$ cat src/rtl/nand_strobe_pkg.sv
package nand_strobe_pkg;

    localparam int CNT_W = 5;
    localparam int CFG_W = 32;
    localparam int NUM_F = 7;

    localparam int F_WL  = 0;
    localparam int F_WH  = 1;
    localparam int F_RL  = 2;
    localparam int F_RH  = 3;
    localparam int F_TA  = 4;
    localparam int F_BD  = 5;
    localparam int F_CEA = 6;

    function automatic int f_lsb(input int idx);
        case (idx)
            F_WL:    return 0;
            F_WH:    return 4;
            F_RL:    return 8;
            F_RH:    return 12;
            F_TA:    return 16;
            F_BD:    return 19;
            default: return 24;
        endcase
    endfunction

    function automatic int f_width(input int idx);
        case (idx)
            F_TA:    return 3;
            F_BD:    return 5;
            F_CEA:   return 2;
            default: return 4;
        endcase
    endfunction

    typedef enum logic [3:0] {
        ST_IDLE,
        ST_CE_SETUP,
        ST_TURN,
        ST_WR_LOW,
        ST_WR_HIGH,
        ST_RD_LOW,
        ST_RD_HIGH,
        ST_BSY_HOLD,
        ST_BSY_POLL
    } strobe_st_t;

    typedef enum logic [1:0] {
        K_WRITE = 2'b00,
        K_READ  = 2'b01,
        K_BUSY  = 2'b10,
        K_NONE  = 2'b11
    } req_kind_t;

endpackage

$ cat src/rtl/nand_tm_fields.sv
module nand_tm_fields #(
    parameter int CFG_W = nand_strobe_pkg::CFG_W,
    parameter int CNT_W = nand_strobe_pkg::CNT_W,
    parameter int NUM_F = nand_strobe_pkg::NUM_F
) (
    input  logic [CFG_W-1:0]            cfg,
    output logic [NUM_F-1:0][CNT_W-1:0] len
);

    // Each field is cut out of the word and widened; zero is lifted to one.
    for (genvar i = 0; i < NUM_F; i++) begin : g_field
        localparam int LSB = nand_strobe_pkg::f_lsb(i);
        localparam int W   = nand_strobe_pkg::f_width(i);
        logic [W-1:0] raw;
        assign raw    = cfg[LSB +: W];
        assign len[i] = (raw == '0) ? CNT_W'(1) : CNT_W'(raw);
    end

endmodule

$ cat src/rtl/nand_phase_counter.sv
module nand_phase_counter #(
    parameter int CNT_W = nand_strobe_pkg::CNT_W
) (
    input  logic             clk,
    input  logic             rst_n,
    input  logic             load,
    input  logic [CNT_W-1:0] load_val,
    output logic             last
);

    logic [CNT_W-1:0] cnt;

    always_ff @(posedge clk or negedge rst_n) begin
        if (!rst_n) begin
            cnt <= '0;
        end else if (load) begin
            cnt <= load_val;
        end else if (cnt != '0) begin
            cnt <= cnt - 1'b1;
        end
    end

    assign last = (cnt == '0);

    // a phase that has started never reloads past its own length.
    a_r2_count_down: assert property (@(posedge clk) disable iff (!rst_n)
        (!load && cnt != '0) |=> (cnt == $past(cnt) - 1'b1));

endmodule

$ cat src/rtl/nand_strobe_timer.sv
module nand_strobe_timer #(
    parameter int CFG_W = nand_strobe_pkg::CFG_W,
    parameter int CNT_W = nand_strobe_pkg::CNT_W,
    parameter int NUM_F = nand_strobe_pkg::NUM_F
) (
    input  logic             clk,
    input  logic             rst_n,
    input  logic [CFG_W-1:0] timing_cfg,
    input  logic             req_valid,
    input  logic [1:0]       req_kind,
    input  logic             busy_n,
    output logic             ce_n,
    output logic             we_n,
    output logic             re_n,
    output logic             wdata_oe,
    output logic             rdata_sample,
    output logic             ready,
    output logic             done
);
    import nand_strobe_pkg::*;

    strobe_st_t state, state_n;
    req_kind_t  kind_q;
    logic [CFG_W-1:0] cfg_q;
    logic [CFG_W-1:0] cfg_src;
    logic [NUM_F-1:0][CNT_W-1:0] len;
    logic       wr_last;
    logic       ph_last;
    logic       ph_load;
    logic [CNT_W-1:0] ph_val;
    logic       accept;

    // While idle the live word feeds the decoder; afterwards the captured copy.
    assign cfg_src = (state == ST_IDLE) ? timing_cfg : cfg_q;
    assign accept  = (state == ST_IDLE) && req_valid && (req_kind != K_NONE);

    nand_tm_fields #(.CFG_W(CFG_W), .CNT_W(CNT_W), .NUM_F(NUM_F)) u_fields (
        .cfg (cfg_src),
        .len (len)
    );

    nand_phase_counter #(.CNT_W(CNT_W)) u_count (
        .clk      (clk),
        .rst_n    (rst_n),
        .load     (ph_load),
        .load_val (ph_val),
        .last     (ph_last)
    );

    // Next-state selection.
    always_comb begin
        state_n = state;
        unique case (state)
            ST_IDLE:     if (accept) state_n = ST_CE_SETUP;
            ST_CE_SETUP: if (ph_last) begin
                unique case (kind_q)
                    K_WRITE: state_n = ST_WR_LOW;
                    K_READ:  state_n = wr_last ? ST_TURN : ST_RD_LOW;
                    default: state_n = ST_BSY_HOLD;
                endcase
            end
            ST_TURN:     if (ph_last) state_n = ST_RD_LOW;
            ST_WR_LOW:   if (ph_last) state_n = ST_WR_HIGH;
            ST_WR_HIGH:  if (ph_last) state_n = ST_IDLE;
            ST_RD_LOW:   if (ph_last) state_n = ST_RD_HIGH;
            ST_RD_HIGH:  if (ph_last) state_n = ST_IDLE;
            ST_BSY_HOLD: if (ph_last) state_n = ST_BSY_POLL;
            ST_BSY_POLL: if (busy_n)  state_n = ST_IDLE;
            default:     state_n = ST_IDLE;
        endcase
    end

    // Length of the phase being entered; the counter holds length minus one.
    always_comb begin
        unique case (state_n)
            ST_CE_SETUP: ph_val = len[F_CEA] - 1'b1;
            ST_TURN:     ph_val = len[F_TA]  - 1'b1;
            ST_WR_LOW:   ph_val = len[F_WL]  - 1'b1;
            ST_WR_HIGH:  ph_val = len[F_WH]  - 1'b1;
            ST_RD_LOW:   ph_val = len[F_RL]  - 1'b1;
            ST_RD_HIGH:  ph_val = len[F_RH]  - 1'b1;
            ST_BSY_HOLD: ph_val = len[F_BD]  - 1'b1;
            default:     ph_val = '0;
        endcase
    end
    assign ph_load = (state_n != state);

    // State register with request capture and write-history flag.
    always_ff @(posedge clk or negedge rst_n) begin
        if (!rst_n) begin
            state   <= ST_IDLE;
            kind_q  <= K_WRITE;
            cfg_q   <= '0;
            wr_last <= 1'b0;
            done    <= 1'b0;
        end else begin
            state <= state_n;
            done  <= (state != ST_IDLE) && (state_n == ST_IDLE);
            if (accept) begin
                kind_q <= req_kind_t'(req_kind);
                cfg_q  <= timing_cfg;
            end
            if (state_n == ST_WR_LOW && state != ST_WR_LOW) begin
                wr_last <= 1'b1;
            end else if (state_n == ST_RD_LOW && state != ST_RD_LOW) begin
                wr_last <= 1'b0;
            end
        end
    end

    // Output decode.
    always_comb begin
        ready        = (state == ST_IDLE);
        ce_n         = (state == ST_IDLE);
        we_n         = (state != ST_WR_LOW);
        wdata_oe     = (state == ST_WR_LOW);
        re_n         = (state != ST_RD_LOW);
        rdata_sample = (state == ST_RD_LOW) && ph_last;
    end

    a_r4_strobes_exclusive: assert property (@(posedge clk) disable iff (!rst_n)
        !(!we_n && !re_n));

    a_r3_strobe_inside_ce: assert property (@(posedge clk) disable iff (!rst_n)
        (!we_n || !re_n) |-> !ce_n);

    a_r7_poll_waits: assert property (@(posedge clk) disable iff (!rst_n)
        (state == ST_BSY_POLL && !busy_n) |=> (state == ST_BSY_POLL));

    a_r9_done_in_idle: assert property (@(posedge clk) disable iff (!rst_n)
        done |-> ready);

    a_r5_sample_then_rise: assert property (@(posedge clk) disable iff (!rst_n)
        rdata_sample |=> re_n);

    // Marks the reserved upper bits as deliberately unread.
    logic unused_cfg_hi;
    assign unused_cfg_hi = ^cfg_q[CFG_W-1:26];

endmodule

$ cat config.mk
export PLATFORM = sky130hd
export DESIGN_NAME = nand_strobe_timer
export DESIGN_NICKNAME = d
export VERILOG_FILES = /design/src/rtl/nand_strobe_pkg.sv /design/src/rtl/nand_tm_fields.sv /design/src/rtl/nand_phase_counter.sv /design/src/rtl/nand_strobe_timer.sv
export SDC_FILE = /design/constraint.sdc
export NUM_CORES = 1
export LEC_CHECK = 0
export BUFFER_PORTS_ARGS = -buffer_cell sky130_fd_sc_hd__buf_2
export CAP_MARGIN = 10
export CELL_PAD_IN_SITES_DETAIL_PLACEMENT = 0
export CELL_PAD_IN_SITES_GLOBAL_PLACEMENT = 1
export CORE_ASPECT_RATIO = 1.25
export CORE_MARGIN = 3
export CORE_UTILIZATION = 48
export CTS_BUF_LIST = sky130_fd_sc_hd__clkbuf_8
export DETAILED_ROUTE_END_ITERATION = 8
export GPL_ROUTABILITY_DRIVEN = 0
export HOLD_SLACK_MARGIN = 0.03
export PLACE_DENSITY_LB_ADDON = 0.12
export SLEW_MARGIN = 20
export SYNTH_ARGS = -nofsm -noshare
export SYNTH_HDL_FRONTEND = slang
export SYNTH_SLANG_ARGS = --single-unit
$ cat constraint.sdc
create_clock -name clk -period 5.25 [get_ports clk]
set_input_delay 0.7875 -clock clk [delete_from_list [all_inputs] [get_ports clk]]
set_output_delay 0.7875 -clock clk [all_outputs]
set_load 0.01 [all_outputs]
# == Yosys cells after proc, flatten, opt, wreduce, memory -nomap -nowiden ==
# Index checks and enable logic that the tools add are counted.
# word_totals
register_bits,39
# classes
n_addsub,8
n_eq_ne,20
muxes,24
reduce_logical,22
# op_table
op,n
2-to-1 mux 4 bit,12
subtractor 5 x 1 -> 5 bit (second input constant),8
one-hot mux 5 bit (7 select lines),1
== test 4 x 3 -> 1 bit (second input constant),8
one-hot mux 4 bit (8 select lines),1
2-to-1 mux 26 bit,1
zero test 4 bit,6
== test 4 x 2 -> 1 bit (second input constant),4
2-to-1 mux 5 bit,3
zero test 5 bit,2
== test 4 x 1 -> 1 bit (second input constant),2
logical AND 1 bit,6
2-to-1 mux 3 bit,2
one-hot mux 3 bit (2 select lines),1
nonzero test 5 bit,1
== test 4 bit (second input constant),1
zero test 2 bit,2
inequality test 4 x 2 -> 1 bit (second input constant),1
inequality test 4 x 3 -> 1 bit (second input constant),1
inequality test 4 bit,1
nonzero test 2 bit,2
nonzero test 4 bit,1
zero test 3 bit,1
== test 2 x 1 -> 1 bit (second input constant),1
4 further kinds,5

# == Logic depth before layout (Yosys ltp) ==
# Gate-level depths: netlist of the first run.
# logic_depth
word_depth,9
mapped_depth,13

# == By module ==
# Synthesis of the first run repeated with hierarchy kept, for this count alone.
# unflattened
cells_unflattened,302
hier_area_um2,3032.9
# by_module_without_submodules
mod,instances,cells_each,area_each_um2,seq_area_each_um2
nand_strobe_timer,1,234,2532.4,1001.0
nand_phase_counter,1,27,279.0,125.1
nand_tm_fields,1,41,221.5,0.0

# == Worst setup path after synthesis of the first run ==
# No wires, ideal clock.
# synth_path
path_kind,register -> register
startpoint,register u_count.cnt[0]
endpoint,register u_count.cnt[4]
setup_time_ps,87
t_arrival_ps,2633
required_ps,5163
path_slack_ps,2531
path_stages_with_launch,14
path_buffers,2
synth_period_minus_slack_ps,2719
cell_sequence,dfrtp_1 inv_1 ha_1 nor4b_2 buf_2 a32oi_2 nand3_4 inv_1 buf_4 nor4_1 nor4_4 ha_1 a311o_1 o211ai_1
# synth_via
elab_chain_cells,6
elab_cells_between_ends,22
cone_classes,add/sub: 1; eq/ne: 8; mux: 10; reduce/logical: 3
# synth_lines
item,line_no,text
"start, declared",nand_phase_counter.sv:11,logic [CNT_W-1:0] cnt;
"start signal, assigned",nand_phase_counter.sv:17,cnt <= load_val;
"start signal, assigned",nand_phase_counter.sv:19,cnt <= cnt - 1'b1;
zero test 5 bit (*),nand_phase_counter.sv:23,assign last = (cnt == '0);
"2-to-1 mux 4 bit, or another cell as far along",nand_strobe_timer.sv:67,ST_BSY_HOLD: if (ph_last) state_n = ST_BSY_POLL;
one-hot mux 4 bit (8 select lines) (*),nand_strobe_timer.sv:53,unique case (state)
net state_n[2],nand_strobe_timer.sv:22,"strobe_st_t state, state_n;"
"== test 4 x 3 -> 1 bit, or another cell as far along",nand_strobe_timer.sv:75,unique case (state_n)
one-hot mux 5 bit (7 select lines),nand_strobe_timer.sv:75,
2-to-1 mux 5 bit,nand_phase_counter.sv:16,end else if (load) begin
# Mark *: on every way through the listed nets, which the timed path passes. The rest lies on a longest branch. The select of a mux whose other input is x is not followed.
# A chain may end at the register's enable or synchronous reset.

# == Worst setup path after layout of the first run ==
# layout_path
startpoint,register state[3]
endpoint,register u_count.cnt[4]
# layout_via
elab_chain_cells,8
elab_cells_between_ends,54
cone_classes,add/sub: 7; eq/ne: 16; mux: 19; reduce/logical: 12
# layout_lines
item,line_no,text
"start, declared",nand_strobe_timer.sv:22,
"start signal, assigned",nand_strobe_timer.sv:97,state <= state_n;
zero test 4 bit,"nand_strobe_timer.sv:35, nand_strobe_timer.sv:53",
logical AND 1 bit (2 in a row),nand_strobe_timer.sv:35,assign accept = (state == ST_IDLE) && req_valid && (req_kind != K_NONE);
2-to-1 mux 4 bit,nand_strobe_timer.sv:54,ST_IDLE: if (accept) state_n = ST_CE_SETUP;
one-hot mux 4 bit (8 select lines) (*),nand_strobe_timer.sv:53,
net state_n[0],nand_strobe_timer.sv:22,
"== test 4 x 3 -> 1 bit, or another cell as far along",nand_strobe_timer.sv:75,
one-hot mux 5 bit (7 select lines),nand_strobe_timer.sv:75,
2-to-1 mux 5 bit,nand_phase_counter.sv:16,
# Mark *: on every way through the listed nets, which the timed path passes. The rest lies on a longest branch.

==> load_flow_metrics.sql, run 1 <==
INSERT INTO impl_metrics (metric_group, metric, value, unit) VALUES
('status', 'status', 'completed', ''),
('floorplan', 'die_height', '86.00', 'µm'),
('global_routing', 'wire_length_of_the_first_global_routing_pass', '9584', 'µm'),
('placed_design', 'dp_hpwl', '4060', 'µm'),
('synth', 'yosys.area.top_type_share', '39.71', '%'),
('cts', 'cts_inserted_buffers', '5', ''),
('synth', 'post_synth_instance_area', '2457', 'µm²'),
('timing', 'finalClockSkew', '0.004657', 'ns'),
('setup_path', 'critPathLaunchType', 'register', ''),
('timing', 'finalWorstPathRequiredPeriod', '3.183', 'ns'),
('cts', 'post_cts.repair.setup_buffers', '0', ''),
('floorplan', 'row_count', '28', ''),
('cts', 'clkLatencyLatePin', '0.30', 'ns'),
('synth', 'yosysUniqueCellTypes', '64', ''),
('cts', 'cts_hold_repair.buffers', '0', ''),
('cts', 'cts_resized', '0', ''),
('global_routing', 'global_route.overflow_total', '0', ''),
('synth', 'synth.yosys.warnings', '0', ''),
('synth', 'synthesis.area_per_instance', '10.15', 'µm²'),
('setup_path', 'worst_ep_arrival_time', '3.36', 'ns'),
('synth', 'synth_edf_count', '0', ''),
('detailed_routing', 'via_count', '1972', ''),
('global_routing', 'maximum_number_of_pins_on_one_net_before_global_route_repair', '40', ''),
('synth', 'synthesized_netlist_net_count', '283', ''),
('layout', 'final.fill_count', '461', ''),
('floorplan', 'ioPinCount', '45', ''),
('timing', 'report.final.hold_viol_count', '0', ''),
('setup_path', 'critPathMaxStageDelay', '0.64', 'ns'),
('floorplan', 'core_region_area', '4835', 'µm²'),
('setup_path', 'cp.required', '5.43', 'ns'),
('setup_path', 'endpoint_kind', 'register', ''),
('layout', 'area.growth.synth_to_final', '11.76', '%'),
('global_routing', 'globalRouteTotalUtil', '19.74', '%'),
('layout', 'layout.cells.most_common_list', '39 x sky130_fd_sc_hd__dfrtp_1, 38 x sky130_fd_sc_hd__buf_2, 26 x sky130_fd_sc_hd__mux2_2', ''),
('cts', 'clkTransAtPathRegs', '0.08', 'ns'),
('global_routing', 'number_of_antenna_violations_at_the_first_check_in_global_routing', '0', ''),
('setup_path', 'critical_path.max_fanout', '22', ''),
('synth', 'asyncSetResetFlopFracSynth', '100.0', '%'),
('synth', 'synth_largest_area_cell', 'sky130_fd_sc_hd__dfrtp_1', ''),
('layout', 'nets', '316', ''),
('timing', 'worst_slew_pin_tran', '1.038', 'ns'),
('synth', 'postSynthCellCount', '242', ''),
('detailed_routing', 'routed_wire_length_per_instance', '16.37', 'µm'),
('cts', 'tritoncts_num_sinks', '39', ''),
('synth', 'post_synth_main_area_contributors', 'sky130_fd_sc_hd__dfrtp_1 40%, sky130_fd_sc_hd__mux2_2 12%, sky130_fd_sc_hd__nand2_1 3.4%', ''),
('detailed_routing', 'detail_route.vias_per_cell', '5.869', ''),
('detailed_routing', 'total_routed_wirelength', '5500', 'µm'),
('detailed_routing', 'drt_first_iter_violations', '149', ''),
('detailed_routing', 'drtAntennaViolNets', '0', ''),
('timing', 'final-max-slew-violation-count', '0', ''),
('power_and_ir_drop', 'vdd.ir_drop.worst', '0.2821', 'mV'),
('detailed_routing', 'firstDrtPassIters', '4', ''),
('timing', 'worst_rel_slew_slack', '30.66', '%'),
('layout', 'drive_above_1_share', '34.06', '%'),
('detailed_routing', 'route.detailed.drc', '0', ''),
('synth', 'synth_flop_cell', 'sky130_fd_sc_hd__dfrtp_1', ''),
('global_routing', 'grt_pass1_vias', '1982', ''),
('power_and_ir_drop', 'cellPowerDensity', '666.6', 'nW/µm²'),
('setup_path', 'crit_path_cell_chain', 'or4_4, clkinv_2, a22oi_2, and2_4, inv_2, a211oi_1, a311oi_2, ha_1, a311o_1, o211ai_1', ''),
('timing', 'timing.final.crit_share', '60.64', '%'),
('placed_design', 'port_buffers', '38', ''),
('timing', 'setup_viol', '0', ''),
('hold_path', 'hp-class', 'register to register', ''),
('timing', 'setup_slack', '2.067', 'ns'),
('cts', 'max-clock-path-buffers', '2', ''),
('synth', 'synth-seq-area-share', '39.71', '%'),
('floorplan', 'initial_core_util', '50.83', '%'),
('timing', 'rsz0062_at_grt', 'false', ''),
('placed_design', 'pre_cts_ws', '2.090', 'ns'),
('power_and_ir_drop', 'power_leakage', '1.207', 'nW'),
('floorplan', 'floorplan.die_area', '6019', 'µm²');
-- worst paths after layout --
path                           start              to  slack [ns]  depth (start not counted)
min in group asynchronous      rst_n       kind_q[1]        0.59                          1
max in group asynchronous      rst_n  u_count.cnt[1]        4.11                          1
setup reg to reg            state[3]  u_count.cnt[4]        2.07                         10
hold reg to reg            cfg_q[24]       cfg_q[24]        0.50                          1
setup / recovery            state[3]  u_count.cnt[4]        2.07                         10
hold / removal             cfg_q[24]       cfg_q[24]        0.50                          1
-- area by class of cell --
cell class	instances	area, µm²	area share [%]
repair buffers	39	197.7	7.198
multi-input cells	178	1339	48.75
well taps	60	75.07	2.733
inverters	12	46.29	1.686
clock inverters	3	43.79	1.595
flip-flops and latches	39	975.9	35.54
clock buffers	5	68.82	2.506
-- per-stage QoR --
step	power, mW	hold slack, ns	instance area, µm²	instances	util, %
3_3_place_gp	1.577	0.4790	2634	328	54.48
3_5_place_dp	1.581	0.4844	2634	328	54.48
2_1_floorplan	1.380	0.4701	2457	242	-
4_1_cts	1.837	0.5040	2746	336	56.81
6_report	1.831	0.5034	2746	336	56.81
5_1_grt	1.987	0.5204	2746	336	56.81
-- state kept, by name, indices dropped and copies added, names as in the netlist --
register,count
wr_last,1
kind_q,2
state,4
done,1
cfg_q,26
u_count.cnt,5
-- worst max-delay path: cells and delay by family, from the launching register on --
kind	cells	cell delay, ns
DFF	1	0.54
AOI/OAI and AO/OA	5	0.92
and+or+nand+nor	2	0.88
buffers and inverters	2	0.44
adders and majority gates	1	0.27
-- routing by layer --
metal | routed length (µm) | vias up | GRT usage [%]
met5 | 0 | - | 0
met2 | 2664 | 55 | 32.67
li1 | - | 962 | -
met4 | 104 | 0 | 6.098
met3 | 215 | 10 | 3.634
met1 | 2515 | 945 | 26.32
-- logic make-up after synthesis --
group / share of synthesized area, %
compound gates: 14.26
fa+ha+maj: 1.528
xor+xnor: 1.426
buf+inv: 5.804
flops: 39.72
simple gates: 24.29
mux: 12.98
-- cells in the mapped netlist, types with 3 or more instances --
library cell,count
sky130_fd_sc_hd__dfrtp_1,39
sky130_fd_sc_hd__mux2_2,26
sky130_fd_sc_hd__nand2_1,22
sky130_fd_sc_hd__nor2_1,18
sky130_fd_sc_hd__nor3_1,13
sky130_fd_sc_hd__nand4_1,12
sky130_fd_sc_hd__inv_1,9
sky130_fd_sc_hd__nand3_1,8
sky130_fd_sc_hd__buf_4,4
sky130_fd_sc_hd__buf_6,4
sky130_fd_sc_hd__nor2b_1,4
sky130_fd_sc_hd__o21ai_0,4
sky130_fd_sc_hd__o22ai_1,4
sky130_fd_sc_hd__a21oi_1,3
sky130_fd_sc_hd__clkbuf_1,3
sky130_fd_sc_hd__ha_1,3
sky130_fd_sc_hd__nand3b_1,3
sky130_fd_sc_hd__o211ai_1,3
sky130_fd_sc_hd__or3_1,3
-- power by group --
part | internal, mW | leakage [nW] | switching [mW]
sequential | 0.447 | 0.477 | 0.136
combinational | 0.449 | 0.672 | 0.547
clock | 0.141 | 0.0581 | 0.110
total | 1.04 | 1.21 | 0.793
(Power assumes the default switching activity.)
==> run 2: changes to the inputs <==
- CORE_UTILIZATION: 48 -> 40
- clock period: 5.25 -> 2.6 ns (I/O delays scaled with it)
==> run 2 against run 1 <==
Compared with the run above:
- the flow now finishes with violations (negative setup slack)
- global-route usage decreased by 0.67 points
- highest routed layer unchanged
- register-to-register slack got worse by 2.2 ns
- final area increased by 20%
- non-clock buffer count increased by 60
- largest cell class unchanged
==> load_flow_metrics.sql, run 2 (synthesis gave the netlist of run 1 again) <==
INSERT INTO impl_metrics (metric_group, metric, value, unit) VALUES
('status', 'status', 'complete, but fails checks', ''),
('status', 'violations', 'negative setup slack', ''),
('placed_design', 'pre_cts_ws', '-0.2732', 'ns'),
('layout', 'largest_registers', 'cfg_q x26, u_count.cnt x5, state x4', ''),
('floorplan', 'floorplan.die_area', '7126', 'µm²'),
('power_and_ir_drop', 'power', '4.581', 'mW'),
('detailed_routing', 'via_count', '2186', ''),
('floorplan', 'initial_core_util', '41.96', '%'),
('timing', 'rsz0062_at_grt', 'true', ''),
('timing', 'final.setup.tns', '-0.5646', 'ns'),
('layout', 'largest_register', 'cfg_q', ''),
('power_and_ir_drop', 'netSwitchingFraction', '41.17', '%'),
('timing', 'finalClockSkew', '0.003559', 'ns'),
('layout', 'nets', '376', ''),
('layout', 'max_reg_flops', '26', ''),
('placed_design', 'post-place-cells', '403', ''),
('power_and_ir_drop', 'p_sw', '1.886', 'mW'),
('setup_path', 'critical_path.slowest_cell', 'sky130_fd_sc_hd__or4b_4', ''),
('detailed_routing', 'firstDrtPassIters', '4', ''),
('global_routing', 'global_route.overflow_total', '0', ''),
('cts', 'cts.htree.levels', '2', ''),
('setup_path', 'worst_ep_arrival_time', '2.92', 'ns'),
('timing', 'setup_viol', '4', ''),
('hold_path', 'hp-class', 'primary input to asynchronous set/reset pin', ''),
('floorplan', 'core_region_area', '5857', 'µm²'),
('cts', 'clkLatencyLatePin', '0.29', 'ns'),
('power_and_ir_drop', 'cellPowerDensity', '1386', 'nW/µm²'),
('run', 'maxCapViolations', '0', ''),
('setup_path', 'critPathMaxStageDelay', '0.51', 'ns'),
('layout', 'post-route-cell-area', '3304', 'µm²'),
('global_routing', 'number_of_antenna_violations_at_the_first_check_in_global_routing', '0', ''),
('setup_path', 'crit_path_cell_chain', 'inv_2, ha_4, or4b_4, a32oi_4, buf_6, and2_4, a2111oi_4, nor4_4, ha_2, a311o_1, o211ai_1', ''),
('timing', 'report.final.hold_viol_count', '0', ''),
('placed_design', 'area_after_dpl', '3098', 'µm²'),
('detailed_routing', 'drtAntennaViolNets', '0', ''),
('layout', 'drive_above_1_share', '50.89', '%'),
('setup_path', 'critPathLaunchType', 'register', ''),
('global_routing', 'wire_length_of_the_first_global_routing_pass', '10810', 'µm'),
('detailed_routing', 'dr_wl_met2', '3156', 'µm'),
('layout', 'area.growth.synth_to_final', '34.47', '%'),
('detailed_routing', 'routed_wire_length_per_instance', '15.15', 'µm'),
('power_and_ir_drop', 'power.internal', '2.695', 'mW'),
('setup_path', 'worst-setup-path-type', 'register to register', ''),
('placed_design', 'dp_hpwl', '4871', 'µm'),
('setup_path', 'worstPathBufferInverterCount', '2', ''),
('timing', 'worst_rel_slew_slack', '43.07', '%'),
('cts', 'clock-root-buffer', 'sky130_fd_sc_hd__clkbuf_8', ''),
('cts', 'cts_hold_repair.buffers', '0', ''),
('timing', 'final-max-slew-violation-count', '0', ''),
('global_routing', 'grt_pass1_vias', '2222', ''),
('timing', 'worst_slew_pin_tran', '0.8539', 'ns'),
('detailed_routing', 'total_routed_wirelength', '6334', 'µm'),
('detailed_routing', 'drt_first_iter_violations', '87', ''),
('setup_path', 'endpoint_kind', 'register', ''),
('timing', 'timing.final.crit_share', '105.9', '%'),
('power_and_ir_drop', 'p_comb_share', '67.4', '%'),
('setup_path', 'critical_path.max_fanout', '5', ''),
('cts', 'tritoncts', 'yes', ''),
('detailed_routing', 'top_layer_in_use', 'met4', ''),
('global_routing', 'maximum_number_of_pins_on_one_net_before_global_route_repair', '40', ''),
('setup_path', 'cp.required', '2.77', 'ns'),
('power_and_ir_drop', 'vdd.ir_drop.worst', '0.5589', 'mV'),
('timing', 'setup_slack', '-0.1524', 'ns'),
('floorplan', 'row_count', '31', ''),
('layout', 'insertedDiodeCount', '0', ''),
('cts', 'max-clock-path-buffers', '2', ''),
('detailed_routing', 'met1_length', '2892', 'µm'),
('detailed_routing', 'detail_route.vias_per_cell', '5.230', ''),
('timing', 'finalWorstPathRequiredPeriod', '2.752', 'ns'),
('floorplan', 'ioPinCount', '45', ''),
('timing', 'fmaxAchievable', '0.3633', 'GHz'),
('placed_design', 'port_buffers', '38', ''),
('setup_path', 'family_with_the_most_delay_on_the_worst_path', 'simple AND/OR/NAND/NOR gates', ''),
('cts', 'clkTransAtPathRegs', '0.08', 'ns'),
('detailed_routing', 'met3_length', '148', 'µm'),
('layout', 'mostFrequentLayoutCell', 'sky130_fd_sc_hd__buf_4', ''),
('floorplan', 'die_height', '93.63', 'µm'),
('layout', 'layout.cells.most_common_list', '57 x sky130_fd_sc_hd__buf_4, 39 x sky130_fd_sc_hd__dfrtp_1, 38 x sky130_fd_sc_hd__buf_2', ''),
('cts', 'cts_inserted_buffers', '5', ''),
('power_and_ir_drop', 'seq_power_share', '24.1', '%'),
('cts', 'tritoncts_num_sinks', '39', ''),
('global_routing', 'globalRouteTotalUtil', '19.08', '%'),
('floorplan', 'die_x_extent', '76.11', 'µm'),
('detailed_routing', 'route.detailed.drc', '0', ''),
('layout', 'final_cells', '418', ''),
('power_and_ir_drop', 'clock_power_share', '8.5', '%'),
('power_and_ir_drop', 'power_leakage', '1.504', 'nW');
run 2: changes by cell type in the layout (fill, tap and decap cells not counted), moves of 2 or more:
cell,change
sky130_fd_sc_hd__buf_4,+56
sky130_fd_sc_hd__buf_6,+4
sky130_fd_sc_hd__inv_2,+4
sky130_fd_sc_hd__nor3_1,-3
sky130_fd_sc_hd__nor3_2,+3
sky130_fd_sc_hd__a211oi_1,-2
sky130_fd_sc_hd__ha_1,-2
sky130_fd_sc_hd__inv_1,-2
run 2: cell type report:
type                       count  area, µm²
clock buffer                   5      68.82
clock inverter                 3      12.51
fill                         548       2552
inverter                      12      50.05
multi-input combinational    178       1431
sequential                    39      975.9
tap                           82      102.6
timing repair buffer          99      663.1
run 2: per-layer routing:
metal  track usage (%)  vias to the layer above
met2             33.06                       42
met5                 0                        -
met4             6.949                        0
met3             2.697                       10
met1             24.30                     1047
li1                  -                     1087
run 2: power groups by stage:
stage               logic (mW)  registers, mW  clock network (mW)
finish                    3.09           1.11               0.387
global route              3.39           1.15               0.428
CTS                       3.03           1.10               0.400
detailed placement        2.77           1.11                   0
global placement          2.74           1.10                   0
floorplan                 1.80           1.07                   0
run 2: worst register-to-register path: stages, from the launching register on:
cell and delay (ns):
sky130_fd_sc_hd__dfrtp_1 0.39, sky130_fd_sc_hd__inv_2 0.08, sky130_fd_sc_hd__ha_4 0.13, sky130_fd_sc_hd__or4b_4 0.51, sky130_fd_sc_hd__a32oi_4 0.24, sky130_fd_sc_hd__buf_6 0.16, sky130_fd_sc_hd__and2_4 0.17, sky130_fd_sc_hd__a2111oi_4 0.08
sky130_fd_sc_hd__nor4_4 0.37, sky130_fd_sc_hd__ha_2 0.26, sky130_fd_sc_hd__a311o_1 0.16, sky130_fd_sc_hd__o211ai_1 0.08
run 2: final timing paths:
check,endpoint,cells after the start,slack [ns],startpoint
worst min-delay path,kind_q[1],1,0.20,rst_n
max in group asynchronous,cfg_q[12],1,1.85,rst_n
worst min register to register,cfg_q[24],1,0.50,cfg_q[24]
worst max-delay path,u_count.cnt[4],11,-0.15,u_count.cnt[0]
min in group clk,cfg_q[13],2,0.33,timing_cfg[13]
worst max register to register,u_count.cnt[4],11,-0.15,u_count.cnt[0]
run 2: metrics by stage:
| step | hold slack (ns) | util, % |
|---|---|---|
| after floorplan | 0.09441 | - |
| after global placement | 0.4804 | 52.89 |
| after detailed placement | 0.4854 | 52.89 |
| after CTS | 0.2433 | 56.08 |
| after global routing | 0.2696 | 56.42 |
| final | 0.2027 | 56.42 |
run 2: repair_timing:
item | CTS | global route
pin swaps | 14 | 9
setup endpoints to repair | 4 | 6
gates cloned | 0 | 0
gates resized for setup | 17 | 6
buffers inserted | 6 | 3
==> run 3: changes to the inputs <==
- ABC_AREA: unset -> 1
- CORE_UTILIZATION: 40 -> 38
==> run 3 against run 2 <==
Compared with the run above:
- the flow now finishes without violations
- clock skew hardly changed
- via count is 16% higher
- sequential share of layout area is 0.73 points lower
- area after synthesis is 9.0% higher
- critical path type unchanged
- final cell count is 28% higher
- critical endpoint is now u_count.cnt[1]
==> load_flow_metrics.sql, run 3 <==
INSERT INTO impl_metrics (metric_group, metric, value, unit) VALUES
('global_routing', 'wire_length_of_the_first_global_routing_pass', '11060', 'µm'),
('synth', 'yosys_register_bits', '39', ''),
('floorplan', 'die_x_extent', '81.10', 'µm'),
('setup_path', 'cp.required', '2.82', 'ns'),
('synth', 'post_synth_instance_area', '2679', 'µm²'),
('setup_path', 'worst_ep_arrival_time', '2.64', 'ns'),
('timing', 'report.final.hold_viol_count', '0', ''),
('floorplan', 'initial_core_util', '40.05', '%'),
('synth', 'synth_edf_count', '0', ''),
('floorplan', 'floorplan.die_area', '8099', 'µm²'),
('placed_design', 'port_buffers', '38', ''),
('setup_path', 'critical_path.max_fanout', '6', ''),
('global_routing', 'global_route.overflow_total', '0', ''),
('detailed_routing', 'detail_route.vias_per_cell', '4.750', ''),
('synth', 'post_synth_main_area_contributors', 'sky130_fd_sc_hd__dfrtp_1 36%, sky130_fd_sc_hd__nand2_1 12%, sky130_fd_sc_hd__o21ai_0 8.4%', ''),
('timing', 'timing.final.crit_share', '93.07', '%'),
('setup_path', 'critPathLaunchType', 'register', ''),
('detailed_routing', 'drt_first_iter_violations', '74', ''),
('synth', 'synth.cells.most_frequent', '89 x sky130_fd_sc_hd__nand2_1, 52 x sky130_fd_sc_hd__inv_1, 45 x sky130_fd_sc_hd__o21ai_0', ''),
('power_and_ir_drop', 'p_sw', '2.570', 'mW'),
('power_and_ir_drop', 'seq_power_share', '19.7', '%'),
('setup_path', 'endpoint_kind', 'register', ''),
('timing', 'finalClockSkew', '0.003938', 'ns'),
('cts', 'clkLatencyLatePin', '0.29', 'ns'),
('power_and_ir_drop', 'p_comb_share', '71.7', '%'),
('cts', 'cts.htree.levels', '2', ''),
('setup_path', 'worst-setup-path-type', 'register to register', ''),
('floorplan', 'row_count', '33', ''),
('timing', 'final-max-slew-violation-count', '0', ''),
('detailed_routing', 'route.detailed.drc', '0', ''),
('power_and_ir_drop', 'netSwitchingFraction', '48.56', '%'),
('timing', 'worst_rel_slew_slack', '40.48', '%'),
('layout', 'insertedDiodeCount', '0', ''),
('timing', 'finalWorstPathRequiredPeriod', '2.420', 'ns'),
('timing', 'final.setup.tns', '0', 'ns'),
('synth', 'synthesis.area_per_instance', '6.976', 'µm²'),
('synth', 'yosysUniqueCellTypes', '34', ''),
('power_and_ir_drop', 'vdd.ir_drop.worst', '0.5971', 'mV'),
('placed_design', 'dp_hpwl', '5003', 'µm'),
('layout', 'largest_register', 'cfg_q', ''),
('floorplan', 'ioPinCount', '45', ''),
('synth', 'synth_largest_area_cell', 'sky130_fd_sc_hd__dfrtp_1', ''),
('detailed_routing', 'routed_wire_length_per_instance', '12.24', 'µm'),
('timing', 'setup_viol', '0', ''),
('run', 'maxCapViolations', '0', ''),
('cts', 'cts_hold_repair.buffers', '0', ''),
('power_and_ir_drop', 'clock_power_share', '8.6', '%'),
('setup_path', 'r2r_start', 'u_count.cnt[0]', ''),
('layout', 'nets', '489', ''),
('global_routing', 'grt_pass1_vias', '2463', ''),
('timing', 'worst_slew_pin_tran', '0.8928', 'ns'),
('synth', 'synth.yosys.warnings', '0', ''),
('cts', 'tritoncts_num_sinks', '39', ''),
('cts', 'cts_inserted_buffers', '5', ''),
('layout', 'area.growth.synth_to_final', '26.81', '%'),
('power_and_ir_drop', 'power_leakage', '1.780', 'nW'),
('setup_path', 'worst-r2r-setup-slack', '0.18', 'ns'),
('detailed_routing', 'via_count', '2546', ''),
('synth', 'synth_flop_cell', 'sky130_fd_sc_hd__dfrtp_1', ''),
('layout', 'drive_above_1_share', '32.74', '%'),
('power_and_ir_drop', 'cellPowerDensity', '1558', 'nW/µm²'),
('floorplan', 'die_height', '99.87', 'µm'),
('layout', 'largest_registers', 'cfg_q x26, u_count.cnt x5, state x4', ''),
('synth', 'synth-seq-area-share', '36.43', '%'),
('cts', 'clock-root-buffer', 'sky130_fd_sc_hd__clkbuf_8', ''),
('layout', 'layout.cells.most_common_list', '85 x sky130_fd_sc_hd__nand2_1, 50 x sky130_fd_sc_hd__inv_1, 38 x sky130_fd_sc_hd__buf_2', ''),
('detailed_routing', 'total_routed_wirelength', '6561', 'µm'),
('layout', 'max_reg_flops', '26', ''),
('synth', 'synthesized_netlist_net_count', '425', ''),
('synth', 'yosys.area.top_type_share', '36.43', '%'),
('layout', 'mostFrequentLayoutCell', 'sky130_fd_sc_hd__nand2_1', ''),
('status', 'status', 'completed', ''),
('global_routing', 'globalRouteTotalUtil', '17.28', '%'),
('global_routing', 'maximum_number_of_pins_on_one_net_before_global_route_repair', '55', ''),
('synth', 'postSynthCellCount', '384', ''),
('cts', 'tritoncts', 'yes', ''),
('global_routing', 'number_of_antenna_violations_at_the_first_check_in_global_routing', '0', ''),
('power_and_ir_drop', 'power', '5.293', 'mW'),
('synth', 'asyncSetResetFlopFracSynth', '100.0', '%'),
('hold_path', 'hp-class', 'primary input to asynchronous set/reset pin', ''),
('floorplan', 'core_region_area', '6689', 'µm²'),
('detailed_routing', 'firstDrtPassIters', '5', ''),
('setup_path', 'r2r_cells', '18', ''),
('synth', 'yosysMostFrequentCell', 'sky130_fd_sc_hd__nand2_1', ''),
('detailed_routing', 'drtAntennaViolNets', '0', ''),
('power_and_ir_drop', 'power.internal', '2.722', 'mW'),
('cts', 'max-clock-path-buffers', '2', ''),
('setup_path', 'r2r-end', 'u_count.cnt[1]', ''),
('cts', 'clkTransAtPathRegs', '0.07', 'ns'),
('timing', 'fmaxAchievable', '0.4133', 'GHz');
[run 3: cell count changes after synthesis, sizes merged, moves of 4 or more]
| cell | change |
|---|---|
| a21oi | +22 |
| nor2b | -4 |
| nand4 | -7 |
| mux2 | -26 |
| nor3 | -10 |
| nand2 | +79 |
| nor2 | +23 |
| inv | +51 |
| o21ai | +43 |
| nand3 | +17 |
[run 3: area by class of cell]
cell class	count	area, µm²
Clock buffer	7	96.34
Sequential cell	39	978.4
Tap cell	87	108.9
Timing Repair Buffer	69	439.2
Inverter	62	240.2
Multi-Input combinational cell	271	1530
Clock inverter	1	3.754
Fill cell	705	3292
[run 3: metal layers]
metal	GRT usage [%]	wire length, µm
met1	21.04	2971
met2	31.06	3341
met3	2.603	183
met4	4.941	65
met5	0	0
[run 3: through the flow]
stage / cells / util [%] / instance area [µm²] / hold WS [ns] / worst slack, ns
2_1_floorplan: 384 / - / 2679 / 0.09441 / 0.2733
3_3_place_gp: 525 / 46.91 / 3138 / 0.4611 / 0.09785
3_5_place_dp: 525 / 46.91 / 3138 / 0.4682 / 0.07246
4_1_cts: 533 / 48.41 / 3238 / 0.2588 / 0.05448
5_1_grt: 536 / 50.79 / 3397 / 0.3076 / -0.01156
6_report: 536 / 50.79 / 3397 / 0.2202 / 0.1802
[run 3: worst max-delay path by stage]
stage	from	end	slack, ns	depth (start not counted)
6_report	u_count.cnt[0]	u_count.cnt[1]	0.18	18
5_1_grt	state[3]	u_count.cnt[2]	-0.01	14
4_1_cts	u_count.cnt[0]	u_count.cnt[2]	0.05	19
3_5_place_dp	u_count.cnt[0]	u_count.cnt[2]	0.07	19
3_3_place_gp	u_count.cnt[0]	u_count.cnt[2]	0.1	19
2_1_floorplan	u_count.cnt[0]	u_count.cnt[1]	0.27	16
[run 3: worst max-delay path, stage by stage (launching register included)]
cell	delay (ns)
sky130_fd_sc_hd__dfrtp_1	0.39
sky130_fd_sc_hd__inv_2	0.08
sky130_fd_sc_hd__ha_4	0.13
sky130_fd_sc_hd__inv_2	0.04
sky130_fd_sc_hd__nor2_4	0.11
sky130_fd_sc_hd__nand2_4	0.09
sky130_fd_sc_hd__buf_4	0.16
sky130_fd_sc_hd__nand2_1	0.06
sky130_fd_sc_hd__nand2_2	0.07
sky130_fd_sc_hd__nand3_4	0.09
sky130_fd_sc_hd__nor2_1	0.06
sky130_fd_sc_hd__buf_4	0.15
sky130_fd_sc_hd__nor2_2	0.10
sky130_fd_sc_hd__nand3_1	0.09
sky130_fd_sc_hd__o21ai_2	0.15
sky130_fd_sc_hd__ha_2	0.29
sky130_fd_sc_hd__o22ai_1	0.12
sky130_fd_sc_hd__nor2_1	0.05
sky130_fd_sc_hd__a21oi_1	0.11
[run 3: kinds of logic after synthesis]
logic type                 after synthesis  share of synthesized area, %
and+or+nand+nor                        184                         33.21
AOI/OAI and AO/OA                       79                         16.02
buffers and inverters                   74                         11.12
DFF                                     39                         36.43
xor gates and xnor gates                 3                        0.9810
adders and majority gates                3                         1.401
muxes                                    2                        0.8407
[run 3: what timing repair did]
action | CTS | global route
endpoints found under the hold margin | 0 | 0
setup endpoints to repair | 0 | 5
buffers inserted | 0 | 3
resized for setup | 0 | 47
[run 3: power groups by stage]
stage / Sequential (mW) / Clock [mW] / Combinational, mW
finish: 1.04 / 0.454 / 3.80
global route: 1.07 / 0.489 / 4.27
CTS: 1.03 / 0.463 / 3.45
detailed placement: 1.04 / 0 / 3.44
global placement: 1.03 / 0 / 3.41
floorplan: 1.02 / 0 / 2.39
